$ cat src/rtl/sram_ctrl_pkg.sv
package sram_ctrl_pkg;

  typedef enum logic [2:0] {
    ST_IDLE,
    ST_RD_STRB,
    ST_RD_SMPL,
    ST_WR_SETUP,
    ST_WR_PULSE,
    ST_WR_HOLD
  } seq_state_e;

  typedef struct packed {
    logic ce_n;
    logic oe_n;
    logic we_n;
    logic drive;
  } strobe_t;

  function automatic strobe_t strobe_of(seq_state_e s);
    strobe_t r;
    r = '{ce_n: 1'b1, oe_n: 1'b1, we_n: 1'b1, drive: 1'b0};
    unique case (s)
      ST_RD_STRB,
      ST_RD_SMPL:  begin r.ce_n = 1'b0; r.oe_n = 1'b0; end
      ST_WR_SETUP,
      ST_WR_HOLD:  begin r.ce_n = 1'b0; r.drive = 1'b1; end
      ST_WR_PULSE: begin r.ce_n = 1'b0; r.we_n = 1'b0; r.drive = 1'b1; end
      default:     r = r;
    endcase
    return r;
  endfunction

endpackage

$ cat src/rtl/sram_phase_timer.sv
module sram_phase_timer #(
  parameter int CNT_W = 4
) (
  input  logic             clk_i,
  input  logic             rst_ni,
  input  logic             load_i,
  input  logic [CNT_W-1:0] load_val_i,
  output logic             done_o
);

  logic [CNT_W-1:0] cnt_q;

  always_ff @(posedge clk_i or negedge rst_ni) begin
    if (!rst_ni)             cnt_q <= '0;
    else if (load_i)         cnt_q <= load_val_i;
    else if (cnt_q != '0)    cnt_q <= cnt_q - 1'b1;
  end

  assign done_o = (cnt_q == '0);

endmodule

$ cat src/rtl/sram_seq_fsm.sv
module sram_seq_fsm
  import sram_ctrl_pkg::*;
#(
  parameter int RD_ACC_CYC   = 1,
  parameter int WR_SETUP_CYC = 1,
  parameter int WR_PULSE_CYC = 1,
  parameter int WR_HOLD_CYC  = 1,
  parameter int CNT_W        = 1
) (
  input  logic             clk_i,
  input  logic             rst_ni,
  input  logic             start_i,
  input  logic             start_write_i,
  input  logic             phase_done_i,
  output logic             load_o,
  output logic [CNT_W-1:0] load_val_o,
  output logic             capture_o,
  output logic             ready_o,
  output strobe_t          strobe_o
);

  seq_state_e state_q, state_d;
  strobe_t    strobe_q;

  always_comb begin
    state_d = state_q;
    unique case (state_q)
      ST_IDLE:     if (start_i) state_d = start_write_i ? ST_WR_SETUP : ST_RD_STRB;
      ST_RD_STRB:  if (phase_done_i) state_d = ST_RD_SMPL;
      ST_RD_SMPL:  state_d = ST_IDLE;
      ST_WR_SETUP: if (phase_done_i) state_d = ST_WR_PULSE;
      ST_WR_PULSE: if (phase_done_i) state_d = ST_WR_HOLD;
      ST_WR_HOLD:  if (phase_done_i) state_d = ST_IDLE;
      default:     state_d = ST_IDLE;
    endcase
  end

  // phase length minus one, loaded when a phase is entered
  always_comb begin
    load_o     = (state_d != state_q);
    load_val_o = '0;
    unique case (state_d)
      ST_RD_STRB:  load_val_o = CNT_W'(RD_ACC_CYC - 1);
      ST_WR_SETUP: load_val_o = CNT_W'(WR_SETUP_CYC - 1);
      ST_WR_PULSE: load_val_o = CNT_W'(WR_PULSE_CYC - 1);
      ST_WR_HOLD:  load_val_o = CNT_W'(WR_HOLD_CYC - 1);
      default:     load_val_o = '0;
    endcase
  end

  always_ff @(posedge clk_i or negedge rst_ni) begin
    if (!rst_ni) begin
      state_q  <= ST_IDLE;
      strobe_q <= strobe_of(ST_IDLE);
    end else begin
      state_q  <= state_d;
      strobe_q <= strobe_of(state_d);
    end
  end

  assign capture_o = (state_q == ST_RD_SMPL);
  assign ready_o   = (state_q == ST_IDLE);
  assign strobe_o  = strobe_q;

  AST_SMPL_AFTER_STRB: assert property (@(posedge clk_i) disable iff (!rst_ni)
    (state_q == ST_RD_SMPL) |-> $past(state_q) == ST_RD_STRB) else $error("sample without strobe");

endmodule

$ cat src/rtl/sram_dq_path.sv
module sram_dq_path #(
  parameter int ADDR_W = 19,
  parameter int DATA_W = 8
) (
  input  logic              clk_i,
  input  logic              rst_ni,
  input  logic              accept_i,
  input  logic [ADDR_W-1:0] addr_i,
  input  logic [DATA_W-1:0] wdata_i,
  input  logic              capture_i,
  input  logic              drive_i,
  input  logic [DATA_W-1:0] mem_dq_i,
  output logic [ADDR_W-1:0] mem_addr_o,
  output logic [DATA_W-1:0] mem_dq_o,
  output logic              mem_dq_oe_o,
  output logic [DATA_W-1:0] rdata_o,
  output logic              rsp_valid_o
);

  logic [ADDR_W-1:0] addr_q;
  logic [DATA_W-1:0] wdata_q, rdata_q;
  logic              rsp_q;

  always_ff @(posedge clk_i or negedge rst_ni) begin
    if (!rst_ni) begin
      addr_q  <= '0;
      wdata_q <= '0;
    end else if (accept_i) begin
      addr_q  <= addr_i;
      wdata_q <= wdata_i;
    end
  end

  // sample on the edge that ends the strobe; address is held until next accept
  always_ff @(posedge clk_i or negedge rst_ni) begin
    if (!rst_ni) begin
      rdata_q <= '0;
      rsp_q   <= 1'b0;
    end else begin
      rsp_q <= capture_i;
      if (capture_i) rdata_q <= mem_dq_i;
    end
  end

  assign mem_addr_o  = addr_q;
  assign mem_dq_o    = wdata_q;
  assign mem_dq_oe_o = drive_i;
  assign rdata_o     = rdata_q;
  assign rsp_valid_o = rsp_q;

endmodule

$ cat src/rtl/sram_async_ctrl.sv
module sram_async_ctrl
  import sram_ctrl_pkg::*;
#(
  parameter int ADDR_W       = 19,
  parameter int DATA_W       = 8,
  parameter int RD_ACC_CYC   = 1,
  parameter int WR_SETUP_CYC = 1,
  parameter int WR_PULSE_CYC = 1,
  parameter int WR_HOLD_CYC  = 1
) (
  input  logic              clk_i,
  input  logic              rst_ni,
  input  logic              req_valid_i,
  output logic              req_ready_o,
  input  logic              req_write_i,
  input  logic [ADDR_W-1:0] req_addr_i,
  input  logic [DATA_W-1:0] req_wdata_i,
  output logic              rsp_valid_o,
  output logic [DATA_W-1:0] rsp_rdata_o,
  output logic [ADDR_W-1:0] mem_addr_o,
  output logic              mem_ce_no,
  output logic              mem_oe_no,
  output logic              mem_we_no,
  output logic [DATA_W-1:0] mem_dq_o,
  output logic              mem_dq_oe_o,
  input  logic [DATA_W-1:0] mem_dq_i
);

  localparam int MAX_AB  = (RD_ACC_CYC > WR_SETUP_CYC) ? RD_ACC_CYC : WR_SETUP_CYC;
  localparam int MAX_CD  = (WR_PULSE_CYC > WR_HOLD_CYC) ? WR_PULSE_CYC : WR_HOLD_CYC;
  localparam int MAX_CYC = (MAX_AB > MAX_CD) ? MAX_AB : MAX_CD;
  localparam int CNT_W   = $clog2(MAX_CYC + 1);

  logic             accept, load, phase_done, capture;
  logic [CNT_W-1:0] load_val;
  strobe_t          strobe;

  assign accept = req_valid_i && req_ready_o;

  sram_phase_timer #(.CNT_W(CNT_W)) u_timer (
    .clk_i      (clk_i),
    .rst_ni     (rst_ni),
    .load_i     (load),
    .load_val_i (load_val),
    .done_o     (phase_done)
  );

  sram_seq_fsm #(
    .RD_ACC_CYC   (RD_ACC_CYC),
    .WR_SETUP_CYC (WR_SETUP_CYC),
    .WR_PULSE_CYC (WR_PULSE_CYC),
    .WR_HOLD_CYC  (WR_HOLD_CYC),
    .CNT_W        (CNT_W)
  ) u_fsm (
    .clk_i         (clk_i),
    .rst_ni        (rst_ni),
    .start_i       (accept),
    .start_write_i (req_write_i),
    .phase_done_i  (phase_done),
    .load_o        (load),
    .load_val_o    (load_val),
    .capture_o     (capture),
    .ready_o       (req_ready_o),
    .strobe_o      (strobe)
  );

  sram_dq_path #(.ADDR_W(ADDR_W), .DATA_W(DATA_W)) u_dq (
    .clk_i       (clk_i),
    .rst_ni      (rst_ni),
    .accept_i    (accept),
    .addr_i      (req_addr_i),
    .wdata_i     (req_wdata_i),
    .capture_i   (capture),
    .drive_i     (strobe.drive),
    .mem_dq_i    (mem_dq_i),
    .mem_addr_o  (mem_addr_o),
    .mem_dq_o    (mem_dq_o),
    .mem_dq_oe_o (mem_dq_oe_o),
    .rdata_o     (rsp_rdata_o),
    .rsp_valid_o (rsp_valid_o)
  );

  assign mem_ce_no = strobe.ce_n;
  assign mem_oe_no = strobe.oe_n;
  assign mem_we_no = strobe.we_n;

  AST_IDLE_PINS: assert property (@(posedge clk_i) disable iff (!rst_ni)
    req_ready_o |-> (mem_ce_no && mem_oe_no && mem_we_no && !mem_dq_oe_o)) else $error("idle pins");
  AST_ACCEPT_BUSY: assert property (@(posedge clk_i) disable iff (!rst_ni)
    accept |=> !req_ready_o) else $error("ready after accept");
  AST_RSP_PULSE: assert property (@(posedge clk_i) disable iff (!rst_ni)
    rsp_valid_o |=> !rsp_valid_o) else $error("rsp longer than one cycle");
  AST_WE_NEEDS_CE: assert property (@(posedge clk_i) disable iff (!rst_ni)
    !mem_we_no |-> (!mem_ce_no && mem_oe_no)) else $error("we without ce or with oe");
  AST_DATA_HELD: assert property (@(posedge clk_i) disable iff (!rst_ni)
    $rose(mem_we_no) |-> mem_dq_oe_o) else $error("data dropped at we rise");
  AST_WDATA_STABLE: assert property (@(posedge clk_i) disable iff (!rst_ni)
    (mem_dq_oe_o && $past(mem_dq_oe_o)) |-> $stable(mem_dq_o)) else $error("wdata moved");
  AST_ADDR_STABLE: assert property (@(posedge clk_i) disable iff (!rst_ni)
    (!mem_ce_no && $past(!mem_ce_no)) |-> $stable(mem_addr_o)) else $error("addr moved");
  AST_NO_CONTENTION: assert property (@(posedge clk_i) disable iff (!rst_ni)
    mem_dq_oe_o |-> mem_oe_no) else $error("bus contention");

endmodule

$ cat config.mk
export PLATFORM = sky130hd
export DESIGN_NAME = sram_async_ctrl
export DESIGN_NICKNAME = d
export VERILOG_FILES = /design/src/rtl/sram_ctrl_pkg.sv /design/src/rtl/sram_phase_timer.sv /design/src/rtl/sram_seq_fsm.sv /design/src/rtl/sram_dq_path.sv /design/src/rtl/sram_async_ctrl.sv
export SDC_FILE = /design/constraint.sdc
export NUM_CORES = 1
export LEC_CHECK = 0
export CORE_UTILIZATION = 40
export DETAILED_ROUTE_END_ITERATION = 6
export GPL_ROUTABILITY_DRIVEN = 0
export PLACE_DENSITY = 0.87
export REMOVE_ABC_BUFFERS = 1
export SYNTH_ARGS = -nofsm -noshare
export SYNTH_HDL_FRONTEND = slang
export SYNTH_SLANG_ARGS = --single-unit
$ cat constraint.sdc
create_clock -name clk_i -period 1.91 [get_ports clk_i]
set_clock_uncertainty 0.05 [all_clocks]
set_input_delay 0.4775 -clock clk_i [delete_from_list [all_inputs] [get_ports clk_i]]
set_output_delay 0.4775 -clock clk_i [all_outputs]
set_load 0.1 [all_outputs]
======== Yosys cells after proc, flatten, opt, wreduce, memory -nomap -nowiden ========
Index checks and enable logic that the tools add are counted.
cells by class
  multiplexer cells ....................... 13
  reduce and logical (&&, ||, !) cells .... 5
  add/sub/neg operators ................... 1
  eq/ne operators ......................... 11
operator list
  cell                   number
  $mux W3                5
  $pmux W3 S5            1
  $eq A3 B2 Y1 const B   4
  $eq A3 B3 Y1 const B   4
  $eq A3 B1 Y1 const B   2
  $mux W1                6
  $reduce_or A5 Y1       1
  $logic_not A3 Y1       1
  $ne A3 B3 Y1           1
  $reduce_or A3 Y1       1
  $mux W2                1
  $reduce_or A2 Y1       1
  $logic_and A1 B1 Y1    1
  $sub A1 B1 Y1 const B  1
word-level totals
  register bits ........................... 44
  output and inout bits ................... 41
  bits of input ports ..................... 39

======== Longest topological paths before layout ========
Gate-level depths: netlist of run 1.
  word-level depth ........................ 7
  gate-level depth with buffers ........... 4

======== Cells and area by module ========
From an unflattened synthesis of run 1, not the netlist that was laid out.
second synthesis, totals
  cell total of the unflattened synthesis .. 122
  area, all modules ....................... 1888.1 µm²
by module, submodules not included
  module            area an instance (µm²)  times used  cells each
  sram_dq_path      1433.9                  1           76
  sram_seq_fsm      412.9                   1           42
  sram_phase_timer  35.0                    1           3
  sram_async_ctrl   6.3                     1           1

======== Worst setup path before layout of run 1 ========
Ideal clock, no wire load.
  path kind ............................... flip-flop to output port
  start point ............................. register u_fsm.state_q[0]
  end point ............................... output port req_ready_o
  setup slack ............................. -1.295 ns
  arrival time ............................ 2.677 ns
  stages on the path, launching flop included .. 3
  cell sequence ........................... dfrtp_1 -> clkbuf_1 -> nor3_1
on the way
  longest elaborated chain between the ends .. 1
ends and longest elaborated chain
  item                    RTL line               RTL
  from (decl)             sram_seq_fsm.sv:22     seq_state_e state_q, state_d;
  from (signal assigned)  sram_seq_fsm.sv:56     state_q <= state_d;
  $logic_not A3 Y1        sram_seq_fsm.sv:62     assign ready_o = (state_q == ST_IDLE);
  to (decl)               sram_async_ctrl.sv:14  output logic req_ready_o,
No other way between the ends.

======== Worst setup path after layout of run 1 ========
  start point ............................. register u_fsm.state_q[1]
  end point ............................... output port req_ready_o
The elaborated chain is that of the path after synthesis.

==> impl_metrics.tcl, run 1 <==
set metrics [dict create \
    clk_path_buf_depth 2 \
    path_clk_slew_ps 80 \
    pin_count 80 \
    required_ps 1380 \
    path_delay_family "flip-flops" \
    yosys_warnings 0 \
    cp_slowest_stage_delay_ps 510 \
    crit_path_start_kind "flop" \
    routed.top_layer "met4" \
    start_util_pct 43.1 \
    rsz0062_at_grt "false" \
    route.detailed.drc 0 \
    synthCells 101 \
    num_vias 1156 \
    synth.distinct_cells 20 \
    syn2layout_area_growth_pct 85.3 \
    status "finished, final reports clean" \
    grt_max_degree 40 \
    final_max_slew_viol_count 0 \
    gr-usage-all-layers_pct 22.1 \
    path_max_fanout 10 \
    wl_met3_um 355 \
    finalSetupViolCount 0 \
    ys_ff_latch 43 \
    die_height_um 66.0 \
    post-route-min-period_ps 1830 \
    dieArea_sq_mm 0.00436 \
    multi_input_area_sq_um 517 \
    tritoncts "done" \
    cap_viol_max_count 0 \
    clk_latency_ps 290 \
    wl_met2_mm 2.33 \
    finalInstanceArea_sq_mm 0.00304 \
    first_global_vias 1209 \
    layout_common_cells "buf_12, dfrtp_1, clkdlybuf4s50_1, mux2_2, clkbuf_8" \
    hold_path.class "primary input to async pin" \
    syn_area_per_cell_sq_um 16.2 \
    grt_overflow 0 \
    die_w_um 66.0 \
    period_share_pct 95.6 \
    path_cells "nor3_2 -> buf_12" \
    cts_buffers 5 \
    worstSetupPathType "flop to output pin" \
    max-slew-margin-rel_pct 68.0 \
    postCtsSetupBuffers 0 \
    wl_per_cell_um 18.2 \
    h-tree-depth 2 \
    core_area_sq_mm 0.00380 \
    placed_cell_area_sq_mm 0.00289 \
    critPathArrivalTime_ps 1300 \
    clock_sinks 43 \
    yosysSeqAreaShare_pct 65.9 \
    portBuffers 79 \
    hpwlAfterDp_mm 3.06 \
    dr.pass1.iters 4 \
    final_common_cell "buf_12" \
    holdWs_ps 497 \
    drive_gt1_share_pct 49.7 \
    endpoint_kind "output pin" \
    root_buffer "clkbuf_8" \
    drt-met1-wl_mm 1.55 \
    timing.fmax_mhz 548 \
    final-seq-area_sq_mm 0.00108 \
    n_fill_cell 195 \
    cp_num_buf_inv 1 \
    hold_viol 0 \
    ant_nets 0 \
    routed_wl_mm 4.29 \
    worst_slew_pin_slew_ps 480 \
    nets 225 \
    drt_iter0_drc 69 \
    diodes 0 \
    grt_pass1_wl_mm 6.70 \
    vias_per_cell 4.92 \
    rows 22 \
    antenna_found_initial 0 \
    synth.cell_area_sq_mm 0.00164 \
    slowest_stage "dfrtp_1" \
]
[metrics by stage]
| step | setup slack (ps) | std cells | utilization, % | TNS [ps] |
|---|---|---|---|---|
| 2_1_floorplan | -1200 | 95 | - | -6200 |
| 5_1_grt | 22.5 | 235 | 80.0 | 0 |
| 6_report | 84.0 | 235 | 80.0 | 0 |
| 3_3_place_gp | -34.9 | 226 | 76.1 | -842 |
| 4_1_cts | 60.3 | 235 | 80.0 | 0 |
| 3_5_place_dp | -129 | 226 | 76.1 | -3100 |
[flip-flops by register name (all words and copies together), names as in the netlist]
register          cells
u_dq.rsp_valid_o      1
u_fsm.strobe_o        4
u_fsm.state_q         3
u_dq.mem_addr_o      19
u_dq.mem_dq_o         8
u_dq.rdata_o          8
[what timing repair did]
action / in CTS / in global routing
hold buffers: 1 / 0
setup endpoints to repair: 1 / 0
endpoints found under the hold margin: 4 / 0
gates resized for setup: 1 / 0
[cell type report]
class / count / area share [%]
Clock buffer: 6 / 2.39
Clock inverter: 2 / 1.98
Multi-Input combinational cell: 52 / 17.0
Sequential cell: 43 / 35.5
Tap cell: 48 / 1.98
Timing Repair Buffer: 84 / 41.1
[synth_stat cells (all sizes together)]
cell type / number / area share [%]
nor2: 2 / 0.46
o31a: 1 / 0.53
nand3b: 1 / 0.46
o31ai: 1 / 0.46
nor3: 3 / 0.92
mux2: 35 / 24
buf: 5 / 2.7
dfstp: 3 / 4.8
o21ai: 1 / 0.31
dfrtp: 40 / 61
clkbuf: 1 / 0.23
nor4b: 1 / 1.5
a21oi: 2 / 0.61
nand2b: 1 / 0.38
nor2b: 1 / 0.38
or3b: 1 / 0.53
nor3b: 1 / 0.46
nand2: 1 / 0.23
[routing by layer]
layer,vias up,global-route usage [%]
met1,574,24.6
met2,55,38.9
met5,-,0
li1,520,-
met4,0,6.38
met3,7,8.62
[final timing paths]
kind                       cells after the start                       startpoint  slack (ps)                              end
max in group asynchronous                      3                           rst_ni         610      u_fsm.strobe_o[2]$_DFF_PN1_
setup / recovery                               2       u_fsm.state_q[1]$_DFF_PN0_          80                      req_ready_o
setup reg to reg                               3       u_fsm.state_q[1]$_DFF_PN0_         240   u_dq.mem_addr_o[2]$_DFFE_PN0P_
min in group clk_i                             1  u_dq.mem_addr_o[12]$_DFFE_PN0P_         530  u_dq.mem_addr_o[12]$_DFFE_PN0P_
hold reg to reg                                1  u_dq.mem_addr_o[12]$_DFFE_PN0P_         530  u_dq.mem_addr_o[12]$_DFFE_PN0P_
hold / removal                                 2                           rst_ni         500  u_dq.mem_addr_o[18]$_DFFE_PN0P_
[logic make-up after synthesis]
| group | Yosys count | share of synthesized area, % |
|---|---|---|
| AOI/OAI and AO/OA | 5 | 1.91 |
| buffers and inverters | 6 | 2.90 |
| DFF | 43 | 65.9 |
| muxes | 35 | 24.0 |
| and+or+nand+nor | 12 | 5.27 |
Power of run 1 is not shown: default switching activity piles up to over one toggle a cycle in this logic, so the estimate is an artifact.
==> run 2: changes to the inputs <==
SKIP_CTS_REPAIR_TIMING = 1   (was not set)
==> run 2 against run 1 <==
Against the previous run: fmax stayed put; global-route usage fell by 0.11 points; utilization stayed put; first-iteration DRC count down 2.9%; sequential share of layout area is the same; critical path depth did not move; via count did not move; sequential cell count unchanged; worst hold slack did not move; setup slack is the same.
==> impl_metrics.tcl, run 2 (synthesis gave the netlist of run 1 again) <==
set metrics [dict create \
    start_util_pct 43.1 \
    critPathArrivalTime_ps 1300 \
    portBuffers 79 \
    drt_iter0_drc 67 \
    dieArea_sq_mm 0.00436 \
    gr-usage-all-layers_pct 22.0 \
    final_max_slew_viol_count 0 \
    ant_nets 0 \
    antenna_found_initial 0 \
    endpoint_kind "output pin" \
    path_max_fanout 10 \
    fin_cells 235 \
    layout_common_cells "buf_12, dfrtp_1, clkdlybuf4s50_1, mux2_2, clkbuf_8" \
    first_global_vias 1198 \
    worstSetupPathType "flop to output pin" \
    syn2layout_area_growth_pct 85.3 \
    grt_overflow 0 \
    path_delay_family "flip-flops" \
    hold_viol 0 \
    vias_per_cell 4.92 \
    cts_buffers 5 \
    pin_count 80 \
    route.detailed.drc 0 \
    h-tree-depth 2 \
    finalSetupViolCount 0 \
    dp.cells 226 \
    timing.fmax_mhz 548 \
    status "finished, final reports clean" \
    die_height_um 66.0 \
    multi_input_area_sq_um 517 \
    diodes 0 \
    clk_latency_ps 290 \
    final-seq-area_sq_mm 0.00108 \
    period_share_pct 95.6 \
    cap_viol_max_count 0 \
    clock_sinks 43 \
    cp.depth 2 \
    cp_slowest_stage_delay_ps 510 \
    drive_gt1_share_pct 49.7 \
    final_common_cell "buf_12" \
    path_cells "nor3_2 -> buf_12" \
    max-slew-margin-rel_pct 68.0 \
    slowest_stage "dfrtp_1" \
    required_ps 1380 \
    tritoncts "done" \
    path_clk_slew_ps 80 \
    hold_path.class "primary input to async pin" \
    rows 22 \
    rr_worst_depth 3 \
    holdWs_ps 497 \
    routed_wl_mm 4.29 \
    crit_path_start_kind "flop" \
    root_buffer "clkbuf_8" \
    hpwlAfterDp_mm 3.06 \
    n_fill_cell 195 \
    largest_reg_flops 19 \
    num_vias 1156 \
    grt_max_degree 40 \
    worst_slew_pin_slew_ps 479 \
    die_w_um 66.0 \
    rsz0062_at_grt "false" \
    nets 225 \
    cp_num_buf_inv 1 \
    wl_per_cell_um 18.2 \
    post-route-min-period_ps 1830 \
    core_area_sq_mm 0.00380 \
    dr.pass1.iters 4 \
    clk_path_buf_depth 2 \
    grt_pass1_wl_mm 6.65 \
]
[run 2: cell counts in the layout (fill, tap and decap cells not counted)]
No cell type changed its count.
[run 2: worst reg2reg max path, stage by stage, from the launching register on]
cell     delay (ps)
dfrtp_1         510
nor4b_4         390
buf_12          230
mux2_2          370
[run 2: through the flow]
stage	util, %	worst slack (ps)	setup TNS, ps	area [sq um]
detailed placement	76.1	-129	-3100	2890
global route	80.0	22.5	0	3040
CTS	79.6	-28.3	-28.3	3020
finish	80.0	84.0	0	3040
floorplan	-	-1200	-6200	1590
global placement	76.1	-34.9	-842	2890
[run 2: final cells by class]
cell class                 instances  area share [%]
tap                               48            1.98
multi-input combinational         52            17.0
clock inverter                     2            1.98
timing repair buffer              84            41.1
sequential                        43            35.5
clock buffer                       6            2.39
[run 2: worst paths after layout]
check,from,end,slack (ps)
max,u_fsm.state_q[1]$_DFF_PN0_,req_ready_o,80
min,rst_ni,u_dq.mem_addr_o[18]$_DFFE_PN0P_,500
max reg2reg,u_fsm.state_q[1]$_DFF_PN0_,u_dq.mem_addr_o[2]$_DFFE_PN0P_,240
min reg2reg,u_dq.mem_addr_o[12]$_DFFE_PN0P_,u_dq.mem_addr_o[12]$_DFFE_PN0P_,530
max in group asynchronous,rst_ni,u_fsm.strobe_o[2]$_DFF_PN1_,610
min in group clk_i,u_dq.mem_addr_o[12]$_DFFE_PN0P_,u_dq.mem_addr_o[12]$_DFFE_PN0P_,530
[run 2: layer usage]
| metal | wire length, um | part of all wire [%] | global-route usage (%) | up-vias |
|---|---|---|---|---|
| met3 | 353 | 8.2 | 8.62 | 7 |
| met2 | 2330 | 54 | 38.8 | 55 |
| met5 | 0 | 0 | 0 | - |
| met4 | 54 | 1.3 | 6.38 | 0 |
| li1 | - | - | - | 520 |
| met1 | 1550 | 36 | 24.3 | 574 |
Power of run 2 is left out for the same reason.
==> run 3: changes to the inputs <==
CORE_UTILIZATION = 41   (was 40)
CTS_BUF_LIST = sky130_fd_sc_hd__clkbuf_8   (was not set)
PLACE_DENSITY = 0.89   (was 0.87)
==> run 3 against run 2 <==
Against the previous run: critical path depth unchanged; routed wire length up 6.8%; first-iteration DRC count down 61%; critical endpoint unchanged; largest cell class unchanged.
==> impl_metrics.tcl, run 3 (synthesis gave the netlist of run 1 again) <==
set metrics [dict create \
    cp_num_buf_inv 1 \
    grt_pass1_wl_mm 7.11 \
    path_delay_family "flip-flops" \
    required_ps 1380 \
    die_w_um 65.2 \
    timing.fmax_mhz 549 \
    period_share_pct 95.3 \
    rsz0062_at_grt "false" \
    hold_viol 0 \
    die_height_um 65.2 \
    worstSetupPathType "flop to output pin" \
    drt_iter0_drc 26 \
    path_max_fanout 10 \
    critPathArrivalTime_ps 1290 \
    dr.pass1.iters 4 \
    pin_count 80 \
    post-route-min-period_ps 1820 \
    cp_slowest_stage_delay_ps 500 \
    path_cells "nor3_2 -> buf_12" \
    layout_common_cells "buf_12, dfrtp_1, clkdlybuf4s50_1, mux2_2, clkbuf_8" \
    holdWs_ps 19.0 \
    vias_per_cell 4.88 \
    wl_per_cell_um 19.6 \
    routed_wl_mm 4.58 \
    ant_nets 0 \
    endpoint_kind "output pin" \
    rows 22 \
    syn2layout_area_growth_pct 82.0 \
    antenna_found_initial 0 \
    first_global_vias 1278 \
    cts_buffers 5 \
    core_area_sq_mm 0.00374 \
    clk_latency_ps 280 \
    hold_path.class "primary input to async pin" \
    dieArea_sq_mm 0.00425 \
    nets 224 \
    final_common_cell "buf_12" \
    grt_overflow 0 \
    num_vias 1136 \
    final_max_slew_viol_count 0 \
    grt_max_degree 30 \
    final.setup.tns_ps 0 \
    tritoncts "done" \
    placed_cell_area_sq_mm 0.00289 \
    root_buffer "clkbuf_8" \
    hpwlAfterDp_mm 3.60 \
    slowest_stage "dfrtp_1" \
    finalSetupViolCount 0 \
    h-tree-depth 2 \
    postLayoutCoreUtil_pct 79.7 \
    route.detailed.drc 0 \
    largest_reg_flops 19 \
    portBuffers 79 \
    worst_slew_pin_slew_ps 375 \
    finalInstanceArea_sq_mm 0.00298 \
    clock_sinks 43 \
    clk_path_buf_depth 2 \
    start_util_pct 43.8 \
    diodes 0 \
    status "finished, final reports clean" \
    cap_viol_max_count 0 \
    max-slew-margin-rel_pct 75.0 \
    crit_path_start_kind "flop" \
    drive_gt1_share_pct 50.3 \
    gr-usage-all-layers_pct 23.7 \
    path_clk_slew_ps 80 \
]
[run 3: cell types whose count changed in the layout (fill, tap and decap cells not counted)]
cell           previous run  this run
clkinv_2                  0         1
bufinv_16                 2         0
clkbuf_8                  5         6
clkbuf_1                  1         0
dlygate4sd3_1             1         0
[run 3: worst paths after layout]
kind / startpoint / end / slack [ps] / cells after the start
max: u_fsm.state_q[1]$_DFF_PN0_ / req_ready_o / 90 / 2
min: rst_ni / u_dq.mem_addr_o[6]$_DFFE_PN0P_ / 20 / 1
max reg2reg: u_fsm.state_q[1]$_DFF_PN0_ / u_dq.mem_addr_o[5]$_DFFE_PN0P_ / 260 / 3
min reg2reg: u_dq.mem_addr_o[9]$_DFFE_PN0P_ / u_dq.mem_addr_o[9]$_DFFE_PN0P_ / 520 / 1
max in group asynchronous: rst_ni / u_dq.rdata_o[1]$_DFFE_PN0P_ / 1120 / 2
min in group clk_i: u_dq.mem_addr_o[9]$_DFFE_PN0P_ / u_dq.mem_addr_o[9]$_DFFE_PN0P_ / 520 / 1
[run 3: worst register-to-register path: cells and delay by family (launching register included)]
kind	cells	cell delay, ps
buffers and inverters	1	230
flip-flops	1	500
multiplexers	1	390
AND/OR/NAND/NOR	1	370
[run 3: layout make-up]
class | count | area [sq um]
timing repair buffer | 83 | 1240
sequential | 43 | 1080
multi-input combinational | 52 | 517
clock inverter | 1 | 5.00
tap | 48 | 60.1
clock buffer | 6 | 82.6
fill | 213 | 761
[run 3: per-layer routing]
layer	wire [um]	up-vias	GRT usage [%]
li1	-	515	-
met1	1820	555	28.8
met2	2380	59	41.4
met3	333	7	6.25
met4	46	0	6.52
met5	0	-	0
[run 3: stage by stage]
stage | cells | setup WS, ps
floorplan | 95 | -1200
global placement | 226 | -34.2
detailed placement | 226 | -71.8
CTS | 233 | -4.30
global route | 233 | 21.2
finish | 233 | 89.8
Power of run 3 is left out for the same reason.
